[config.mk]
export PLATFORM = sky130hd
export DESIGN_NAME = page_walker
export DESIGN_NICKNAME = d
export VERILOG_FILES = /design/src/rtl/pw_pkg.sv /design/src/rtl/pw_ctrl.sv /design/src/rtl/pw_datapath.sv /design/src/rtl/page_walker.sv
export SDC_FILE = /design/constraint.sdc
export NUM_CORES = 1
export LEC_CHECK = 0
export ABC_AREA = 1
export ABC_CLOCK_PERIOD_IN_PS = 3700
export BUFFER_PORTS_ARGS = -buffer_cell sky130_fd_sc_hd__buf_2
export CORE_AREA = 2 2 107 99
export DETAILED_ROUTE_END_ITERATION = 8
export DIE_AREA = 0 0 109 101
export PLACE_DENSITY_LB_ADDON = 0.12
export SLEW_MARGIN = 15
export SYNTH_ARGS = -nofsm -noshare
export SYNTH_HDL_FRONTEND = slang
export SYNTH_SLANG_ARGS = --single-unit
[constraint.sdc]
create_clock -name clk -period 3.7 [get_ports clk]
set_input_delay 0.185 -clock clk [delete_from_list [all_inputs] [get_ports clk]]
set_output_delay 0.185 -clock clk [all_outputs]
set_load 0.03 [all_outputs]
[src/rtl/pw_pkg.sv]
package pw_pkg;
  // Page geometry; everything else is derived
  localparam int PAGE_BITS = 12;
  localparam int ENT_LOG2  = 2;
  localparam int IDX_W     = PAGE_BITS - ENT_LOG2;
  localparam int ADDR_W    = PAGE_BITS + 2 * IDX_W;
  localparam int FRAME_W   = ADDR_W - PAGE_BITS;

  typedef enum logic [2:0] {
    ST_IDLE,
    ST_READ_DIR,
    ST_READ_TBL,
    ST_DONE,
    ST_FAULT
  } walkState_t;

  // Strobes from control to datapath
  typedef struct packed {
    logic baseLoad;   // take host base write
    logic linLoad;    // capture linear address
    logic passLoad;   // result = linear (paging off)
    logic dirTake;    // capture directory entry frame
    logic tblTake;    // capture final physical address
    logic useTable;   // address mux selects table stage
  } pwStrobe_t;
endpackage

[src/rtl/pw_ctrl.sv]
module pw_ctrl
  import pw_pkg::*;
(
  input  logic       clk,
  input  logic       rstN,
  input  logic       reqValid,
  input  logic       pagingOn,
  input  logic       baseWrEn,
  input  logic       memRspValid,
  input  logic       rspPresent,
  output pwStrobe_t  strb,
  output logic       reqReady,
  output logic       memRdValid,
  output logic       doneValid,
  output logic       doneFault,
  output logic       faultLevel
);
  walkState_t state, stateNxt;
  logic       faultLvlReg, faultLvlNxt;
  logic       accept;

  assign accept = (state == ST_IDLE) && reqValid;

  always_comb begin
    stateNxt    = state;
    faultLvlNxt = faultLvlReg;
    unique case (state)
      ST_IDLE: begin
        if (accept) stateNxt = pagingOn ? ST_READ_DIR : ST_DONE;
      end
      ST_READ_DIR: begin
        if (memRspValid) begin
          if (rspPresent) stateNxt = ST_READ_TBL;
          else begin
            stateNxt    = ST_FAULT;
            faultLvlNxt = 1'b0;
          end
        end
      end
      ST_READ_TBL: begin
        if (memRspValid) begin
          if (rspPresent) stateNxt = ST_DONE;
          else begin
            stateNxt    = ST_FAULT;
            faultLvlNxt = 1'b1;
          end
        end
      end
      ST_DONE:  stateNxt = ST_IDLE;
      ST_FAULT: stateNxt = ST_IDLE;
      default:  stateNxt = ST_IDLE;
    endcase
  end

  always_ff @(posedge clk) begin
    if (!rstN) begin
      state       <= ST_IDLE;
      faultLvlReg <= 1'b0;
    end else begin
      state       <= stateNxt;
      faultLvlReg <= faultLvlNxt;
    end
  end

  always_comb begin
    strb          = '0;
    strb.baseLoad = (state == ST_IDLE) && baseWrEn;
    strb.linLoad  = accept;
    strb.passLoad = accept && !pagingOn;
    strb.dirTake  = (state == ST_READ_DIR) && memRspValid && rspPresent;
    strb.tblTake  = (state == ST_READ_TBL) && memRspValid && rspPresent;
    strb.useTable = (state == ST_READ_TBL);
  end

  assign reqReady   = (state == ST_IDLE);
  assign memRdValid = (state == ST_READ_DIR) || (state == ST_READ_TBL);
  assign doneValid  = (state == ST_DONE) || (state == ST_FAULT);
  assign doneFault  = (state == ST_FAULT);
  assign faultLevel = faultLvlReg;
endmodule

[src/rtl/pw_datapath.sv]
module pw_datapath
  import pw_pkg::*;
(
  input  logic              clk,
  input  logic              rstN,
  input  pwStrobe_t         strb,
  input  logic [ADDR_W-1:0] reqLinear,
  input  logic [ADDR_W-1:0] baseWrData,
  input  logic [ADDR_W-1:0] memRspData,
  output logic              rspPresent,
  output logic [ADDR_W-1:0] memRdAddr,
  output logic [ADDR_W-1:0] donePhys
);
  logic [FRAME_W-1:0] baseFrame;
  logic [FRAME_W-1:0] tblFrame;
  logic [ADDR_W-1:0]  linReg;
  logic [ADDR_W-1:0]  physReg;
  logic [IDX_W-1:0]   dirIdx, tblIdx;
  logic [FRAME_W-1:0] rspFrame;

  assign dirIdx     = linReg[ADDR_W-1 -: IDX_W];
  assign tblIdx     = linReg[PAGE_BITS +: IDX_W];
  assign rspFrame   = memRspData[ADDR_W-1 -: FRAME_W];
  assign rspPresent = memRspData[0];

  always_ff @(posedge clk) begin
    if (!rstN) begin
      baseFrame <= '0;
      tblFrame  <= '0;
      linReg    <= '0;
      physReg   <= '0;
    end else begin
      if (strb.baseLoad) baseFrame <= baseWrData[ADDR_W-1 -: FRAME_W];
      if (strb.linLoad)  linReg    <= reqLinear;
      if (strb.dirTake)  tblFrame  <= rspFrame;
      if (strb.passLoad) physReg   <= reqLinear;
      else if (strb.tblTake)
        physReg <= {rspFrame, linReg[PAGE_BITS-1:0]};
    end
  end

  always_comb begin
    if (strb.useTable) memRdAddr = {tblFrame, tblIdx, {ENT_LOG2{1'b0}}};
    else               memRdAddr = {baseFrame, dirIdx, {ENT_LOG2{1'b0}}};
  end

  assign donePhys = physReg;
endmodule

[src/rtl/page_walker.sv]
module page_walker
  import pw_pkg::*;
(
  input  logic              clk,
  input  logic              rstN,
  input  logic              reqValid,
  input  logic [ADDR_W-1:0] reqLinear,
  input  logic              pagingOn,
  output logic              reqReady,
  input  logic              baseWrEn,
  input  logic [ADDR_W-1:0] baseWrData,
  output logic              memRdValid,
  output logic [ADDR_W-1:0] memRdAddr,
  input  logic              memRspValid,
  input  logic [ADDR_W-1:0] memRspData,
  output logic              doneValid,
  output logic [ADDR_W-1:0] donePhys,
  output logic              doneFault,
  output logic              faultLevel
);
  pwStrobe_t strb;
  logic      rspPresent;

  pw_ctrl u_ctrl (
    .clk        (clk),
    .rstN       (rstN),
    .reqValid   (reqValid),
    .pagingOn   (pagingOn),
    .baseWrEn   (baseWrEn),
    .memRspValid(memRspValid),
    .rspPresent (rspPresent),
    .strb       (strb),
    .reqReady   (reqReady),
    .memRdValid (memRdValid),
    .doneValid  (doneValid),
    .doneFault  (doneFault),
    .faultLevel (faultLevel)
  );

  pw_datapath u_dp (
    .clk       (clk),
    .rstN      (rstN),
    .strb      (strb),
    .reqLinear (reqLinear),
    .baseWrData(baseWrData),
    .memRspData(memRspData),
    .rspPresent(rspPresent),
    .memRdAddr (memRdAddr),
    .donePhys  (donePhys)
  );
endmodule

==> key figures <==
Global routing
  – First-pass GRT wire length: 20500 µm
  – Largest net degree at the start of global routing: 66
  – Global route overflow: 0
  – GRT Total Usage: 0.235
  – Vias in the first global route: 4274
  – Initial antenna violation count: 1

Final layout
  – Layout fillers: 996
  – Final instance area: 0.00570 mm²
  – Final-stage net count: approximately 930
  – Layout cell share with drive strength beyond 1: 0.206
  – Multi-input combinational cell area: 0.00213 mm²
  – FF/Latch Area: 0.00216 mm²
  – Synth-to-Final Area Change: 18.2%

Clock network
  – Clock transition at path regs: approximately 0.1 ns
  – CTS Buf Count: 9
  – CTS tree: yes
  – Sinks on Clock Net: 108
  – CTS Buffer Depth: 2
  – # Post-CTS Setup Buffers: 0
  – Post-CTS Hold Fix Bufs: 0
  – Clk_lat worst skew: 0.36 ns
  – Cts repair resizes: 0
  – H-tree depth reported by CTS: 3
  – Clk root buf: clkbuf_8

Worst hold path
  – Hold path startpoint: memRspData[19]
  – WHS Path Cells: 3
  – Hold crit path type: input pin to flip-flop
  – Hold EP: u_dp.tblFrame[7]

Flow run
  – Max_cap viols: 0

Detailed routing
  – 1st-pass router iterations: 5
  – Top Metal Used: met5
  – DRC violations left: 0
  – Routed wire length per instance: approximately 14 µm
  – Vias per cell: 5.11
  – Via Count: between 4000 and 5000
  – DRT antenna net count: 0
  – Routed wire length: 13300 µm
  – Met1 WL: 5920 µm
  – Starting DRC count in detailed routing: approximately 330
  – Routed length on met3: between 700 and 800 µm
  – Met2 Routed Length: around 6500 µm

Yosys
  – Cells after synthesis: 718
  – Seq cells post-synth: about 110
  – Mean post-synth cell area: 6.72 µm²
  – Synth Cell Area: 0.00482 mm²
  – Synth area leaders: dfxtp_1 45%, nand2_1 19%, a21oi_1 9.6%
  – Cell taking the most area after synthesis: dfxtp_1
  – Register area share after synthesis: 0.448
  – Area share of the largest cell type after synthesis: 0.448
  – Synth Warn #: 0
  – Distinct cells, synth: 21

Timing
  – Final setup vio count: 0
  – Slew headroom: 0.359
  – Worst-margin pin slew: 0.961 ns
  – Final hold vios: 0
  – Post-layout min period: between 2 and 3 ns
  – Slew Limit Fails: 0
  – Period utilization: 0.730
  – Max Clock Freq: 370 MHz
  – Unrepaired setup endpoints after global routing: false
  – Final clock skew: 0.00884 ns
  – Setup TNS: 0 ns

Die
  – Die height: 101 µm
  – Die footprint: 0.0110 mm²
  – I/O pin cnt: 171
  – # rows: 35
  – Core area: 0.00994 mm²
  – Starting Density: 0.485
  – Die X: 109 µm

Worst setup path
  – R2r setup slk: 1.29 ns
  – Worst R2R Start: u_ctrl.state[1]
  – Setup crit end kind: output port
  – Worst reg2reg path depth: 7
  – Critical path arrival: approximately 2.5 ns
  – Critical setup path kind: flip-flop to output port
  – Max FO, Critical Path: 33
  – CP Data Required Time: around 3.5 ns
  – Startpoint Class: flip-flop
  – R2r endpoint: u_dp.tblFrame[10]

Pwr
  – Cell Pwr Density: around 700 mW/mm²
  – Leakage: 2.85 nW
  – Max VDD drop: approximately 0.5 mV

Placement
  – DP HPWL: 9300 µm
  – Placer Congestion: between 0.8 and 0.9
  – Port Buf Inserts: 145
  – Area after DPL: between 0.005 and 0.006 mm²

Outcome
  – Status: finished, final reports clean
==> layer usage <==
layer | up-vias | GRT usage
li1 | 2490 | -
met1 | 2298 | 0.305
met2 | 132 | 0.397
met3 | 14 | 0.0511
met4 | 2 | 0.0621
met5 | - | 0
==> synthesized netlist by cell type <==
cell type and count:
dfxtp_1 108, buf_1 4, nand4_4 1, inv_1 79
nor2_4 1, a21oi_1 93, buf_2 17, nand4_1 1
nor2_2 1, conb_1 1, nand2_1 238, nor2_1 23
o21ai_1 1, inv_2 1, nand3_1 56, nand3b_1 1
nand3_2 1, a211oi_1 8, buf_4 7, clkbuf_1 23
o21ai_0 53
==> kinds of logic after synthesis <==
logic type,count (synthesis),synth area share
compound gates,155,0.165
other cells,1,0.000777
flops,108,0.448
buf+inv,131,0.112
simple gates,323,0.274
==> per-stage QoR <==
stage,std cells,power [mW],worst slack [ns],util,hold WS (ns)
finish,966,3.96,0.998,0.573,0.0808
global route,965,4.24,0.726,0.573,0.0678
CTS,965,3.98,1.02,0.573,0.0684
detailed placement,949,3.34,1.38,0.556,0.443
global placement,949,3.29,1.44,0.556,0.434
floorplan,719,2.89,2.00,-,0.328
==> placed cells by master (no fill, tap or decap), types with 2 or more instances in the layout <==
cell type | netlist | routed
a21oi_1 | 93 | 93
nor2_1 | 23 | 23
buf_4 | 7 | 7
clkinv_2 | 0 | 2
conb_1 | 1 | 2
inv_1 | 79 | 78
buf_2 | 17 | 145
nand3_1 | 56 | 56
a211oi_1 | 8 | 8
dfxtp_1 | 108 | 108
o21ai_0 | 53 | 53
clkbuf_8 | 0 | 9
clkinvlp_4 | 0 | 2
nand2_1 | 238 | 238
clkbuf_1 | 23 | 2
==> worst max-delay path by stage <==
stage                                from           endpoint  slack (ns)  depth (start not counted)
final                     u_ctrl.state[0]      memRdAddr[29]         1.0                          7
after detailed placement  u_ctrl.state[2]  u_dp.tblFrame[10]        1.38                          7
after floorplan           u_ctrl.state[0]       memRdAddr[2]        2.00                          5
after CTS                 u_ctrl.state[0]      memRdAddr[12]        1.02                          7
after global routing      u_ctrl.state[2]      memRdAddr[12]        0.73                          7
after global placement    u_ctrl.state[2]   u_dp.tblFrame[8]        1.44                          7
==> final cells by class <==
type	instances	area share
Sequential cell	108	0.379
Multi-Input combinational cell	480	0.373
Timing Repair Buffer	152	0.137
Inverter	80	0.0529
Tap cell	129	0.0283
Clock buffer	11	0.0230
Clock inverter	5	0.00658
Antenna cell	1	0.000439
==> state kept, by name, indices dropped and copies added (netlist names) <==
register and count:
u_ctrl.state 3, u_dp.donePhys 32, u_ctrl.faultLevel 1, u_dp.tblFrame 20
u_dp.linReg 32, u_dp.baseFrame 20
==> report_power, final <==
part	switching [mW]	internal, mW	total (mW)
sequential	0.121	1.41	1.53
combinational	1.28	0.512	1.79
clock	0.396	0.249	0.644
==> critical path: stages, from the launching register on <==
cell     delay (ns)
dfxtp_1        0.37
nor2_1         0.18
nand2_1        0.07
buf_4          0.24
inv_1          0.74
nand2_1        0.21
nand2_1        0.12
buf_2          0.20
Power figures use the tool's default switching activity.
